[src/rtl/sdram_init_pkg.sv]
package sdram_init_pkg;

  typedef enum logic [3:0] {
    CMD_LMR = 4'b0000,
    CMD_REF = 4'b0001,
    CMD_PRE = 4'b0010,
    CMD_NOP = 4'b0111
  } sd_cmd_e;

  typedef enum logic [3:0] {
    ST_POWER, ST_PRE, ST_TRP, ST_IREF_A, ST_TRFC_A, ST_IREF_B, ST_TRFC_B,
    ST_LMR, ST_TMRD, ST_IDLE, ST_AREF, ST_ATRFC
  } seq_st_e;

  function automatic logic [2:0] bl_field(input int bl);
    case (bl)
      1:       return 3'b000;
      2:       return 3'b001;
      4:       return 3'b010;
      8:       return 3'b011;
      default: return 3'b111;
    endcase
  endfunction

  function automatic logic [12:0] mode_word(input int bl, input int interleave,
                                            input int cl, input int single_wr);
    logic [12:0] w;
    w       = '0;
    w[2:0]  = bl_field(bl);
    w[3]    = (interleave != 0);
    w[6:4]  = cl[2:0];
    w[8:7]  = 2'b00;
    w[9]    = (single_wr != 0);
    return w;
  endfunction

  function automatic int max3(input int a, input int b, input int c);
    int m;
    m = (a > b) ? a : b;
    return (m > c) ? m : c;
  endfunction

endpackage

[src/rtl/sdram_init_timer.sv]
module sdram_init_timer #(
  parameter int W       = 8,
  parameter int RST_VAL = 0
) (
  input  logic         clk,
  input  logic         rst_n,
  input  logic         load,
  input  logic [W-1:0] load_val,
  output logic         expired
);
  logic [W-1:0] cnt;

  always_ff @(posedge clk or negedge rst_n) begin
    if (!rst_n)            cnt <= W'(RST_VAL);
    else if (load)         cnt <= load_val;
    else if (cnt != '0)    cnt <= cnt - 1'b1;
  end

  assign expired = (cnt == '0);
endmodule

[src/rtl/sdram_refresh_pacer.sv]
module sdram_refresh_pacer #(
  parameter int INTERVAL = 1560,
  parameter int MAX_OWED = 8
) (
  input  logic clk,
  input  logic rst_n,
  input  logic en,
  input  logic take,
  output logic pending
);
  localparam int CW = $clog2(INTERVAL + 1);
  localparam int OW = $clog2(MAX_OWED + 1);

  logic [CW-1:0] cnt;
  logic [OW-1:0] owed;
  logic          tick;

  assign tick = en && (cnt == CW'(INTERVAL - 1));

  always_ff @(posedge clk or negedge rst_n) begin
    if (!rst_n)  cnt <= '0;
    else if (en) cnt <= tick ? '0 : cnt + 1'b1;
  end

  always_ff @(posedge clk or negedge rst_n) begin
    if (!rst_n) owed <= '0;
    else begin
      case ({tick, take})
        2'b10:   if (owed != OW'(MAX_OWED)) owed <= owed + 1'b1;
        2'b01:   if (owed != '0)            owed <= owed - 1'b1;
        default: owed <= owed;
      endcase
    end
  end

  assign pending = (owed != '0);
endmodule

[src/rtl/sdram_init_fsm.sv]
module sdram_init_fsm
  import sdram_init_pkg::*;
#(
  parameter int T_RP  = 3,
  parameter int T_RFC = 7,
  parameter int T_MRD = 2,
  parameter int W     = 8
) (
  input  logic         clk,
  input  logic         rst_n,
  input  logic         expired,
  input  logic         ref_pending,
  input  logic         ref_gnt,
  output logic         t_load,
  output logic [W-1:0] t_val,
  output sd_cmd_e      cmd,
  output logic         pre_all,
  output logic         lmr_sel,
  output logic         done,
  output logic         req,
  output logic         take
);
  seq_st_e st, st_nx;

  always_ff @(posedge clk or negedge rst_n) begin
    if (!rst_n) st <= ST_POWER;
    else        st <= st_nx;
  end

  assign req  = (st == ST_IDLE) && ref_pending;
  assign take = req && ref_gnt;

  always_comb begin
    st_nx  = st;
    t_load = 1'b0;
    t_val  = '0;
    case (st)
      ST_POWER:  if (expired) st_nx = ST_PRE;
      ST_PRE:    begin st_nx = ST_TRP;    t_load = 1'b1; t_val = W'(T_RP - 2);  end
      ST_TRP:    if (expired) st_nx = ST_IREF_A;
      ST_IREF_A: begin st_nx = ST_TRFC_A; t_load = 1'b1; t_val = W'(T_RFC - 2); end
      ST_TRFC_A: if (expired) st_nx = ST_IREF_B;
      ST_IREF_B: begin st_nx = ST_TRFC_B; t_load = 1'b1; t_val = W'(T_RFC - 2); end
      ST_TRFC_B: if (expired) st_nx = ST_LMR;
      ST_LMR:    begin st_nx = ST_TMRD;   t_load = 1'b1; t_val = W'(T_MRD - 2); end
      ST_TMRD:   if (expired) st_nx = ST_IDLE;
      ST_IDLE:   if (take) st_nx = ST_AREF;
      ST_AREF:   begin st_nx = ST_ATRFC;  t_load = 1'b1; t_val = W'(T_RFC - 2); end
      ST_ATRFC:  if (expired) st_nx = ST_IDLE;
      default:   st_nx = ST_POWER;
    endcase
  end

  always_comb begin
    case (st)
      ST_PRE:                        cmd = CMD_PRE;
      ST_IREF_A, ST_IREF_B, ST_AREF: cmd = CMD_REF;
      ST_LMR:                        cmd = CMD_LMR;
      default:                       cmd = CMD_NOP;
    endcase
  end

  assign pre_all = (st == ST_PRE);
  assign lmr_sel = (st == ST_LMR);
  assign done    = (st == ST_IDLE) || (st == ST_AREF) || (st == ST_ATRFC);
endmodule

[src/rtl/sdram_init_seq.sv]
module sdram_init_seq
  import sdram_init_pkg::*;
#(
  parameter int CLK_MHZ          = 100,
  parameter int POWERUP_US       = 100,
  parameter int REFRESH_NS       = 15625,
  parameter int T_RP             = 3,
  parameter int T_RFC            = 7,
  parameter int T_MRD            = 2,
  parameter int BURST_LEN        = 4,
  parameter int BURST_INTERLEAVE = 0,
  parameter int CAS_LAT          = 3,
  parameter int WRITE_SINGLE     = 0,
  parameter int MAX_OWED         = 8,
  parameter int ADDR_W           = 13,
  parameter int BA_W             = 2
) (
  input  logic              clk,
  input  logic              rst_n,
  input  logic              ref_gnt,
  output logic              sd_cs_n,
  output logic              sd_ras_n,
  output logic              sd_cas_n,
  output logic              sd_we_n,
  output logic [ADDR_W-1:0] sd_addr,
  output logic [BA_W-1:0]   sd_ba,
  output logic              init_done,
  output logic              ref_req
);
  localparam int          PWR_CYC  = CLK_MHZ * POWERUP_US;
  localparam int          REFI_CYC = (CLK_MHZ * REFRESH_NS) / 1000;
  localparam int          TW       = $clog2(max3(PWR_CYC, T_RFC, max3(T_RP, T_MRD, 2)) + 1);
  localparam logic [12:0] MODE     = mode_word(BURST_LEN, BURST_INTERLEAVE, CAS_LAT, WRITE_SINGLE);

  logic          t_load, t_expired, pending, take, pre_all, lmr_sel;
  logic [TW-1:0] t_val;
  sd_cmd_e       cmd;
  logic [ADDR_W-1:0] all_bank_addr;

  sdram_init_timer #(.W(TW), .RST_VAL(PWR_CYC - 1)) u_timer (
    .clk(clk), .rst_n(rst_n), .load(t_load), .load_val(t_val), .expired(t_expired)
  );

  sdram_init_fsm #(.T_RP(T_RP), .T_RFC(T_RFC), .T_MRD(T_MRD), .W(TW)) u_fsm (
    .clk(clk), .rst_n(rst_n), .expired(t_expired), .ref_pending(pending),
    .ref_gnt(ref_gnt), .t_load(t_load), .t_val(t_val), .cmd(cmd),
    .pre_all(pre_all), .lmr_sel(lmr_sel), .done(init_done), .req(ref_req), .take(take)
  );

  sdram_refresh_pacer #(.INTERVAL(REFI_CYC), .MAX_OWED(MAX_OWED)) u_pacer (
    .clk(clk), .rst_n(rst_n), .en(init_done), .take(take), .pending(pending)
  );

  always_comb begin
    all_bank_addr     = '0;
    all_bank_addr[10] = 1'b1;
  end

  assign {sd_cs_n, sd_ras_n, sd_cas_n, sd_we_n} = cmd;
  assign sd_addr = lmr_sel ? ADDR_W'(MODE) : (pre_all ? all_bank_addr : '0);
  assign sd_ba   = '0;
endmodule

[config.mk]
export PLATFORM = sky130hd
export DESIGN_NAME = sdram_init_seq
export DESIGN_NICKNAME = d
export VERILOG_FILES = /design/src/rtl/sdram_init_pkg.sv /design/src/rtl/sdram_init_timer.sv /design/src/rtl/sdram_refresh_pacer.sv /design/src/rtl/sdram_init_fsm.sv /design/src/rtl/sdram_init_seq.sv
export SDC_FILE = /design/constraint.sdc
export NUM_CORES = 1
export LEC_CHECK = 0
export BUFFER_PORTS_ARGS = -buffer_cell sky130_fd_sc_hd__buf_2
export CAP_MARGIN = 20
export CORE_MARGIN = 8
export CORE_UTILIZATION = 55
export DETAILED_ROUTE_END_ITERATION = 6
export GPL_ROUTABILITY_DRIVEN = 0
export PLACE_DENSITY = 0.76
export SETUP_SLACK_MARGIN = 0.4
export SLEW_MARGIN = 20
export SYNTH_ARGS = -nofsm -noshare
export SYNTH_HDL_FRONTEND = slang
export SYNTH_SLANG_ARGS = --single-unit
[constraint.sdc]
create_clock -name clk -period 2.4 [get_ports clk]
set_input_delay 0.48 -clock clk [delete_from_list [all_inputs] [get_ports clk]]
set_output_delay 0.48 -clock clk [all_outputs]
set_load 0.01 [all_outputs]
# --- After elaboration in Yosys (flattened, before gate mapping) ---
# Cells that the tools add are included.
totals:
  register_bits: 33
  in_bits: 3
  wordCells: 65
  output_inout_bits: 21
op_classes:
  eq_ne: 23
  n_addsub: 4
  muxes: 18
  n_reduce_logical: 16
ops:
  columns: ["op", "count"]
  rows:
  - ["4-bit one-hot mux with 11 select lines", 1]
  - ["11-bit 2-to-1 mux", 3]
  - ["4-bit 2-to-1 mux", 8]
  - ["14-bit 2-to-1 mux", 2]
  - ["4-bit by 3-bit == test with 1-bit output, second input constant", 4]
  - ["4-bit == test, second input constant", 4]
  - ["14-bit logical NOT", 1]
  - ["14-bit nonzero test", 1]
  - ["14-bit by 1-bit subtractor with 14-bit output, second input constant", 1]
  - ["11-bit by 1-bit adder with 11-bit output, second input constant", 1]
  - ["11-bit == test, second input constant", 1]
  - ["2-bit != test, second input constant", 5]
  - ["3-bit one-hot mux with 3 select lines", 1]
  - ["4-bit by 2-bit == test with 1-bit output, second input constant", 2]
  - ["4-bit one-hot mux with 2 select lines", 1]
  - ["2-bit by 1-bit != test with 1-bit output, second input constant", 3]
  - ["3-bit one-hot mux with 2 select lines", 1]
  - ["6-bit AND reduction", 1]
  - ["5-bit OR reduction", 1]
  - ["4-bit by 1-bit adder with 4-bit output, second input constant", 1]
  - ["4-bit by 1-bit == test with 1-bit output, second input constant", 1]
  - ["4-bit logical NOT", 1]
  - ["4-bit != test, second input constant", 1]
  - ["2-bit nonzero test", 2]
  - ["10 further kinds", 13]

# --- Depth between registers and ports, before layout ---
# Gate-level depths: netlist of the first run.
depth:
  ltp_word: 7
  mapped_depth: 10
  mapped_depth_nobuf: 10

# --- By module ---
# A second synthesis of the first run with hierarchy kept.
unflattened:
  hier_cells: 223
  area_unflattened_um2: 2222.1
by_module_without_submodules:
  columns: ["mod", "seq_area_each_um2", "n_inst", "cells_each", "area_per_inst_um2"]
  rows:
  - ["sdram_init_timer", 360.3, 1, 77, 835.8]
  - ["sdram_refresh_pacer", 375.4, 1, 78, 823.3]
  - ["sdram_init_fsm", 100.1, 1, 52, 440.4]
  - ["sdram_init_seq", 0.0, 1, 16, 122.6]

# --- Worst setup path after synthesis of the first run ---
# No wires, ideal clock.
synth_path:
  path_type: "register -> register"
  startpoint: "reg u_pacer.cnt[5]"
  endpoint: "reg u_pacer.owed[2]"
  n_path_buf: 0
  required_time_ps: 2276
  setup_ps: 124
  stages_incl_launch_ff: 9
  slack_ps: 192
  arrival_ps: 2084
  synth_period_minus_slack_ps: 2208
  path_cell_list: "dfrtp_1 > or4b_4 > nor3_4 > a21o_2 > xnor2_1 > ha_1 > a2111o_1 > o21a_1 > xnor2_1"
synth_via:
  elab_chain_cells: 5
  word_cells_on_any_way: 9
  cone_classes: "eq/ne (5); mux (1); reduce/logical (3)"
synth_lines:
  columns: ["item", "line", "rtl"]
  rows:
  - ["start, declared", "sdram_refresh_pacer.sv:14", "logic [CW-1:0] cnt;"]
  - ["start signal, assigned", "sdram_refresh_pacer.sv:22", "else if (en) cnt <= tick ? '0 : cnt + 1'b1;"]
  - ["11-bit == test *", "sdram_refresh_pacer.sv:18", "assign tick = en && (cnt == CW'(INTERVAL - 1));"]
  - ["1-bit logical AND *", "sdram_refresh_pacer.sv:18", null]
  - ["2-bit == test or 2-bit by 1-bit == test with 1-bit output (tied branches)", "sdram_refresh_pacer.sv:28", "case ({tick, take})"]
  - ["2-bit by 1-bit != test with 1-bit output (no source line), or another cell as far along", null, null]
  - ["3-bit AND reduction (no source line)", null, null]
  - ["end signal, assigned", "sdram_refresh_pacer.sv:29", "2'b10: if (owed != OW'(MAX_OWED)) owed <= owed + 1'b1;"]
  - ["end signal, assigned", "sdram_refresh_pacer.sv:30", "2'b01: if (owed != '0) owed <= owed - 1'b1;"]
  - ["end signal, assigned", "sdram_refresh_pacer.sv:31", "default: owed <= owed;"]
  - ["end, declared", "sdram_refresh_pacer.sv:15", "logic [OW-1:0] owed;"]
# Mark *: on every way between the ends. The rest lies on a longest branch, timed or not.
# A chain may end at the register's enable or synchronous reset.

# --- Worst setup path after layout of the first run ---
# Ends and elaborated chain as after synthesis.

==> reports/results.ini, run 1 <==
[synthesis]
yosysMostFrequentCell = nor2_1
synthTopCellsByCount = 26 x nor2_1, 25 x dfrtp_1, 16 x buf_4
synth.cell_area_mm2 = 0.002016
synth_cells = 217
seq_area_frac_synth = 0.4146
synthArstFlopShare = 1.000
ys.flop_type = dfrtp_1
yosys.cell_types.count = 49
synth_top_area_frac = 0.3104
yosysWarnings = 0
synth-seq-cells = 33
synth_edf_count = 0
ys_top_cells_by_area = dfrtp_1 31%, dfstp_2 10%, xor2_1 6.1%
syn_area_per_cell_um2 = 9.289
synth_largest_area_cell = dfrtp_1

[timing]
hold_viol_final = 0
period_minus_slack_ps = 2094
slew_headroom = 0.5273
grt_setup_unrepaired = yes
slew_violations = 0
finClkSkew_ps = 6.862
fin_crit_sh = 0.8726
hold_slack_ps = 253.4
finalSetupViolCount = 0
fmax_mhz = 477.5
worstMarginPinSlew_ps = 709.0
tns_ps = 0

[hold_path]
hold_path.class = primary input to asynchronous set/reset pin

[worst_setup_path]
crit_slowest_cell = or4b_4
crit_chain = or4b_4 > nor3_4 > a21o_2 > xnor2_1 > ha_2 > a2111o_1 > o21a_1 > xnor2_1
path_buf_inv = 0
path_depth = 8
endpoint_kind = flop
worstPathMaxFanout = 2
critPathRequiredTime_ps = 2570
cpMostUsedCell = xnor2_1
rr_worst_depth = 8
critPathTopFamily = simple AND/OR/NAND/NOR gates
startpoint_type = flop
cpPeakStageDelay_ps = 550
critical_path_class = flop to flop
worstPathArrival_ps = 2270

[clock_network]
root_buffer = clkbuf_8
clock_sinks = 33
cts_inserted_buffers = 5
clkTransAtPathRegs_ps = 70
htreeDepth = 2
clock_latency_ps = 280
cts_tree = built
clockBufferDepth = 2

[route]
vias = 1565
routed_via_density = 5.269
firstDrtPassIters = 4
ant_nets = 0
drt-wirelength-per-cell_um = 13.50
drc = 0
drt_iter0_drc = 83
drt-total-wl_mm = 4.010

[cells_and_area]
diodes = 0
nNetsFinal = 256
postLayoutCellArea_mm2 = 0.002349
syn_to_final_growth_pct = 16.51
drive_gt1_frac = 0.2972
final_util = 0.6513
stdcell_count = 297

[pwr]
p_sw_mw = 0.8055
p_comb_frac = 0.349
pwr-share-seq = 0.468
clkPwrFrac = 0.183
vdd_drop_max_v = 0.0004564
power.internal_mw = 1.398
p_per_area_mw_per_mm2 = 938.0
p_leak_nw = 1.018
switching_share = 0.3656

[grt]
grt_pass1_vias = 1506
grt_overflow = 0
antenna_found_initial = 0
grt_pass1_wl_mm = 6.617
grt_max_degree = 34
grt_usage = 0.1358

[floorplan]
die_area_mm2 = 0.005858
fp.dieW_um = 76.54
num_io_pins = 24
num_rows = 22
die_y_um = 76.54
core_area_mm2 = 0.003606
initial_core_util = 0.5590

[placed_design]
dp_hpwl_mm = 2.679
placedCellCount = 272
placed_area_mm2 = 0.002083
port_buffers = 11

[status]
outcome = completed

[flow_run]
maxCapViolCount = 0

==> logic make-up after synthesis <==
kind of cell / synth area share
compound gates: 0.1049
simple gates: 0.2458
buf+inv: 0.09746
flops: 0.4146
fa+ha+maj: 0.03104
other cells: 0.001860
xor+xnor: 0.1043
==> final timing paths <==
path | from | endpoint | slack, ps
worst max-delay path | u_pacer.cnt[5] | u_pacer.owed[2] | 310
worst min-delay path | rst_n | u_pacer.cnt[8] | 250
worst max register to register | u_pacer.cnt[5] | u_pacer.owed[2] | 310
worst min register to register | u_timer.cnt[3] | u_timer.cnt[3] | 510
max in group asynchronous | rst_n | u_pacer.owed[0] | 1650
min in group clk | u_timer.cnt[3] | u_timer.cnt[3] | 510
==> routing by layer <==
metal / routed length (um) / track usage / vias up
met5: 0 / 0 / -
met4: 86 / 0.03462 / 0
met3: 155 / 0.04599 / 9
met2: 2033 / 0.2391 / 26
met1: 1734 / 0.1523 / 749
li1: - / - / 781
==> metrics by stage <==
step | setup WS (ps) | power [mW]
2_1_floorplan | 208.7 | 1.538
3_3_place_gp | 221.0 | 1.662
3_5_place_dp | 190.8 | 1.699
4_1_cts | 313.0 | 2.157
5_1_grt | 216.0 | 2.372
6_report | 305.8 | 2.203
==> power groups by stage <==
stage / Clock (mW) / Combinational, mW / Sequential [mW]
after floorplan: 0 / 0.549 / 0.989
after global placement: 0 / 0.623 / 1.04
after detailed placement: 0 / 0.647 / 1.05
after CTS: 0.418 / 0.701 / 1.04
after global routing: 0.438 / 0.876 / 1.06
final: 0.404 / 0.769 / 1.03
==> state kept, by name, summed over array words and instances (netlist names) <==
| name | cells |
|---|---|
| u_pacer.owed | 4 |
| u_pacer.cnt | 11 |
| u_fsm.st | 4 |
| u_timer.cnt | 14 |
==> timing repair <==
action                                  in CTS  in global routing
hold buffers                                 0                  0
gates resized for setup                      6                 11
pin swaps                                    3                  2
endpoints found under the setup margin       9                 11
setup buffers                                6                 11
==> cell usage in the layout, fill, tap and decap left out, drive strengths merged, types with 2 or more instances in the layout <==
master   n
clkinv   2
o21bai   2
nand4b   3
dfrtp   25
or3      3
nand2   13
or2      2
nor3b    3
inv     12
nand3    8
dfstp    8
clkbuf   6
o31ai    2
and2     4
o21ai    5
nor2    26
a211oi   2
xor2    14
a21oi    9
nand4    6
xnor2   10
ha       5
buf     35
nand2b   3
a21o     3
conb    12
nor3     6
nor4     5
==> layout make-up <==
cell class,count,area (um^2)
clock inverters,2,10.01
fillers,293,1257
inverters,12,47.55
well taps,48,60.06
flip-flops and latches,33,839.6
multi-input cells,160,1060
repair buffers,36,259.0
clock buffers,6,72.57
==> worst reg2reg max path, cell delays in order, from the launching register on <==
cell and delay [ps]:
dfrtp_1 380, or4b_4 550, nor3_4 130, a21o_2 160
xnor2_1 70, ha_2 170, a2111o_1 280, o21a_1 120
xnor2_1 120
(Power assumes the default switching activity.)
==> run 2: changes to the inputs <==
--- a/config.mk
+++ b/config.mk
@@ -8,10 +8,10 @@
 export BUFFER_PORTS_ARGS = -buffer_cell sky130_fd_sc_hd__buf_2
 export CAP_MARGIN = 20
 export CORE_MARGIN = 8
-export CORE_UTILIZATION = 55
+export CORE_UTILIZATION = 58
 export DETAILED_ROUTE_END_ITERATION = 6
 export GPL_ROUTABILITY_DRIVEN = 0
-export PLACE_DENSITY = 0.76
+export PLACE_DENSITY = 0.79
 export SETUP_SLACK_MARGIN = 0.4
 export SLEW_MARGIN = 20
 export SYNTH_ARGS = -nofsm -noshare
==> reports/results.ini, run 2 (synthesis results as in run 1) <==
[route]
drt_iter0_drc = 94
drt-total-wl_mm = 4.297
drt-wirelength-per-cell_um = 14.42
ant_nets = 0
firstDrtPassIters = 4
vias = 1590
drc = 0
routed_via_density = 5.336

[floorplan]
num_io_pins = 24
fp.dieW_um = 74.95
core_area_mm2 = 0.003337
num_rows = 21
initial_core_util = 0.6040
die_y_um = 74.95
die_area_mm2 = 0.005618

[timing]
worstMarginPinSlew_ps = 718.1
tns_ps = 0
fin_ws_ps = 273.7
hold_slack_ps = 180.1
fmax_mhz = 470.3
hold_viol_final = 0
slew_headroom = 0.5212
fin_crit_sh = 0.8859
grt_setup_unrepaired = yes
slew_violations = 0
finalSetupViolCount = 0
period_minus_slack_ps = 2126
finClkSkew_ps = 12.48

[worst_setup_path]
cpMostUsedCell = xnor2_1
worstPathMaxFanout = 2
endpoint_kind = flop
cpPeakStageDelay_ps = 550
critical_path_class = flop to flop
critPathRequiredTime_ps = 2630
worstPathArrival_ps = 2360
startpoint_type = flop
crit_slowest_cell = or4b_4
crit_chain = or4b_4 > nor3_4 > a21o_2 > xnor2_1 > ha_2 > a2111o_1 > o21a_1 > xnor2_1

[cells_and_area]
largest_register_ffs = 14
postLayoutCellArea_mm2 = 0.002351
final_util = 0.7045
diodes = 0
syn_to_final_growth_pct = 16.64
nNetsFinal = 259
final_common_cell = nor2_1
drive_gt1_frac = 0.3095
stdcell_count = 298
final_cell_mix = 26 x nor2_1, 25 x buf_4, 23 x dfrtp_1
largestRegisters = u_timer.cnt (14), u_pacer.cnt (11)
largest_register = u_timer.cnt

[status]
outcome = completed

[grt]
grt_max_degree = 34
grt_pass1_vias = 1600
grt_usage = 0.1601
antenna_found_initial = 0
grt_overflow = 0
grt_pass1_wl_mm = 6.955

[pwr]
p_leak_nw = 1.031
p_per_area_mw_per_mm2 = 929.3
vdd_drop_max_v = 0.0005730
p_total_mw = 2.185

[clock_network]
cts_hold_buf = 0
cts_inserted_buffers = 5
clkTransAtPathRegs_ps = 110
root_buffer = clkbuf_4
clock_sinks = 33
cts_tree = built
clock_latency_ps = 350
htreeDepth = 2
clockBufferDepth = 2

[placed_design]
dp_hpwl_mm = 2.746
placedCellCount = 271
port_buffers = 11
placed_area_mm2 = 0.002088
pre_cts_ws_ps = 175.8

[flow_run]
maxCapViolCount = 0

[hold_path]
hold_path.class = primary input to asynchronous set/reset pin

run 2: power by group:
part / internal (mW) / switching, mW / total [mW] / leakage (nW)
Clock: 0.170 / 0.193 / 0.363 / 0.0413
Sequential: 0.810 / 0.210 / 1.02 / 0.387
Combinational: 0.390 / 0.412 / 0.802 / 0.602
Total: 1.37 / 0.814 / 2.18 / 1.03
run 2: metal layers:
layer / GRT usage / share of wire / vias to the layer above
met2: 0.2649 / 0.52 / 23
li1: - / - / 789
met5: 0 / 0 / -
met4: 0.07609 / 0.013 / 0
met1: 0.1881 / 0.43 / 771
met3: 0.04128 / 0.033 / 7
run 2: path summary, 6_finish.rpt:
kind                           startpoint              end  slack, ps  cells after the start
max reg2reg                u_pacer.cnt[6]  u_pacer.owed[2]        270                      8
max in group asynchronous           rst_n      u_fsm.st[1]       1710                      1
max                        u_pacer.cnt[6]  u_pacer.owed[2]        270                      8
min                                 rst_n   u_timer.cnt[7]        180                      1
min reg2reg                u_timer.cnt[3]   u_timer.cnt[3]        520                      2
min in group clk           u_timer.cnt[3]   u_timer.cnt[3]        520                      2
run 2: cell type report:
| type | count | area, um^2 |
|---|---|---|
| Multi-Input combinational cell | 160 | 1064 |
| Inverter | 12 | 45.04 |
| Timing Repair Buffer | 39 | 276.5 |
| Clock inverter | 1 | 5.005 |
| Sequential cell | 33 | 838.3 |
| Tap cell | 46 | 57.56 |
| Clock buffer | 7 | 65.06 |
| Fill cell | 255 | 985.9 |
run 2: critical path: cells and delay by family, from the launching register on:
kind                     cells  cell delay, ps
AO/OA/AOI/OAI                3             550
AND/OR/NAND/NOR              2             690
XOR/XNOR                     2             190
flip-flops                   1             400
adder cells (fa/ha/maj)      1             180
run 2: what timing repair did:
action	in CTS	in global routing
endpoints found under the setup margin	15	10
gates resized for setup	11	5
setup buffers	12	7
pin swaps	2	2
endpoints found under the hold margin	0	0
==> run 3: changes to the inputs <==
--- a/config.mk
+++ b/config.mk
@@ -5,6 +5,7 @@
 export SDC_FILE = /design/constraint.sdc
 export NUM_CORES = 1
 export LEC_CHECK = 0
+export ABC_AREA = 1
 export BUFFER_PORTS_ARGS = -buffer_cell sky130_fd_sc_hd__buf_2
 export CAP_MARGIN = 20
 export CORE_MARGIN = 8
==> reports/results.ini, run 3 <==
[route]
ant_nets = 0
drt-total-wl_mm = 4.508
routed_via_density = 5.075
drt_iter0_drc = 102
firstDrtPassIters = 5
drc = 0
drt-wirelength-per-cell_um = 12.52
vias = 1827

[placed_design]
port_buffers = 11
pre_cts_ws_ps = 424.4
dp_hpwl_mm = 3.313
placed_area_mm2 = 0.002230

[synthesis]
ys_top_cells_by_area = dfrtp_1 29%, nand2_1 9.8%, dfstp_2 9.6%
synthArstFlopShare = 1.000
synth_edf_count = 0
synth-simple-area-share = 0.3366
yosys.cell_types.count = 32
yosysWarnings = 0
synth_top_family_by_area = simple AND/OR/NAND/NOR gates
synthTopCellsByCount = 57 x nand2_1, 42 x inv_1, 41 x nor2_1
synth.cell_area_mm2 = 0.002186
synth_compound_area_frac = 0.07499
synthXorXnorAreaFrac = 0.04007
ys.flop_type = dfrtp_1
syn_area_per_cell_um2 = 7.460
synth-seq-cells = 33
synthMuxAreaShare = 0
synth_cells = 293
yosysMostFrequentCell = nand2_1
synth_largest_area_cell = dfrtp_1
seq_area_frac_synth = 0.3824
synth_top_area_frac = 0.2862
synthAdderAreaFrac = 0.02862

[floorplan]
initial_core_util = 0.6016
num_rows = 22
die_area_mm2 = 0.005989
core_area_mm2 = 0.003633
num_io_pins = 24
die_y_um = 77.39
fp.dieW_um = 77.39

[clock_network]
htreeDepth = 2
root_buffer = clkbuf_8
clock_latency_ps = 290
cts_tree = built
cts_hold_buf = 0
cts_inserted_buffers = 5
clkTransAtPathRegs_ps = 70
clockBufferDepth = 2
clock_sinks = 33

[pwr]
power.internal_mw = 1.543
p_total_mw = 2.824
switching_share = 0.4535
clkPwrFrac = 0.165
vdd_drop_max_v = 0.0007320
p_per_area_mw_per_mm2 = 1179
p_sw_mw = 1.281
pwr-share-seq = 0.345
p_leak_nw = 1.229
p_comb_frac = 0.490

[worst_setup_path]
endpoint_kind = flop
rrSetupSlack_ps = 510
rr_worst_depth = 15
critPathRequiredTime_ps = 2580
worstPathMaxFanout = 6
r2r-start = u_fsm.st[1]
startpoint_type = flop
regToRegEndpoint = u_pacer.owed[2]
worstPathArrival_ps = 2070
critical_path_class = flop to flop

[flow_run]
maxCapViolCount = 0

[cells_and_area]
syn_to_final_growth_pct = 9.559
diodes = 0
fillers = 336
nNetsFinal = 319
largest_register_ffs = 14
postLayoutCellArea_mm2 = 0.002395
largestRegisters = u_timer.cnt (14), u_pacer.cnt (11)
largest_register = u_timer.cnt
final_common_cell = nand2_1
drive_gt1_frac = 0.2147
final_cell_mix = 54 x nand2_1, 41 x inv_1, 39 x nor2_1

[timing]
worstMarginPinSlew_ps = 740.6
fmax_mhz = 528.7
tns_ps = 0
slew_headroom = 0.5063
fin_ws_ps = 508.7
slew_violations = 0
hold_viol_final = 0
grt_setup_unrepaired = yes
finalSetupViolCount = 0
hold_slack_ps = 251.2
fin_crit_sh = 0.7880
period_minus_slack_ps = 1891
finClkSkew_ps = 7.360

[status]
outcome = completed

[grt]
grt_usage = 0.1535
grt_pass1_vias = 1704
grt_overflow = 0
antenna_found_initial = 0
grt_max_degree = 34
grt_pass1_wl_mm = 7.527

[hold_path]
hold_path.class = primary input to asynchronous set/reset pin

==> run 3: worst max-delay path, cell delays in order (launching register included) <==
cell	delay, ps
dfrtp_1	400
inv_1	130
nand2_2	130
nor2_4	110
nand2_2	100
nor2_8	150
nand3_2	100
nand2_1	90
inv_1	40
ha_1	180
inv_1	60
nand2_1	70
nand2_1	70
nand2_1	50
nand2_1	50
nand2_1	50
==> run 3: cell families (layout without fill, tap and decap cells) <==
family,count (synthesis),in the layout
AND/OR/NAND/NOR,151,151
buffers and inverters,64,72
flip-flops,33,33
AO/OA/AOI/OAI,29,29
XOR/XNOR,10,10
adder cells (fa/ha/maj),5,5
other,1,12
==> run 3: layout make-up <==
cell class | count | area (um^2) | share of cell area
Tap cell | 48 | 60.06 | 0.02508
Multi-Input combinational cell | 207 | 1126 | 0.4702
Clock inverter | 1 | 5.005 | 0.002090
Clock buffer | 7 | 96.34 | 0.04023
Timing Repair Buffer | 15 | 85.08 | 0.03553
Inverter | 49 | 183.9 | 0.07680
Sequential cell | 33 | 838.3 | 0.3501
==> run 3: repair_timing <==
item                                    4_1_cts  5_1_grt
endpoints found under the setup margin        2        4
resized for setup                             2       11
buffers inserted                              0        4
endpoints found under the hold margin         0        0
pin swaps                                     0        3
gates cloned                                  0        0
==> run 3: how the worst max path moves through the flow <==
stage,slack [ps],cells past startpoint,end,startpoint
global route,360,18,u_pacer.owed[2],u_pacer.cnt[1]
finish,510,15,u_pacer.owed[2],u_fsm.st[1]
floorplan,620,18,u_pacer.owed[2],u_pacer.cnt[1]
detailed placement,420,18,u_pacer.owed[2],u_pacer.cnt[1]
global placement,560,18,u_pacer.owed[2],u_pacer.cnt[1]
CTS,400,6,sd_ras_n,u_fsm.st[3]
==> run 3: power groups by stage <==
stage | registers (mW) | logic (mW) | clock network, mW
4_1_cts | 0.962 | 1.34 | 0.478
6_report | 0.975 | 1.38 | 0.466
3_3_place_gp | 0.965 | 1.28 | 0
5_1_grt | 0.998 | 1.59 | 0.498
3_5_place_dp | 0.966 | 1.33 | 0
2_1_floorplan | 0.922 | 1.08 | 0
==> run 3: metal layers <==
metal,up-vias,share of wire,GRT usage
met5,-,0,0
met4,0,0.014,0.05660
met3,5,0.042,0.05415
met2,29,0.53,0.2620
met1,862,0.42,0.1725
li1,931,-,-
==> run 3: stage by stage <==
step                std cells    util
finish                    360  0.6591
global route              360  0.6591
global placement          348  0.6136
CTS                       356  0.6429
detailed placement        348  0.6136
floorplan                 304       -
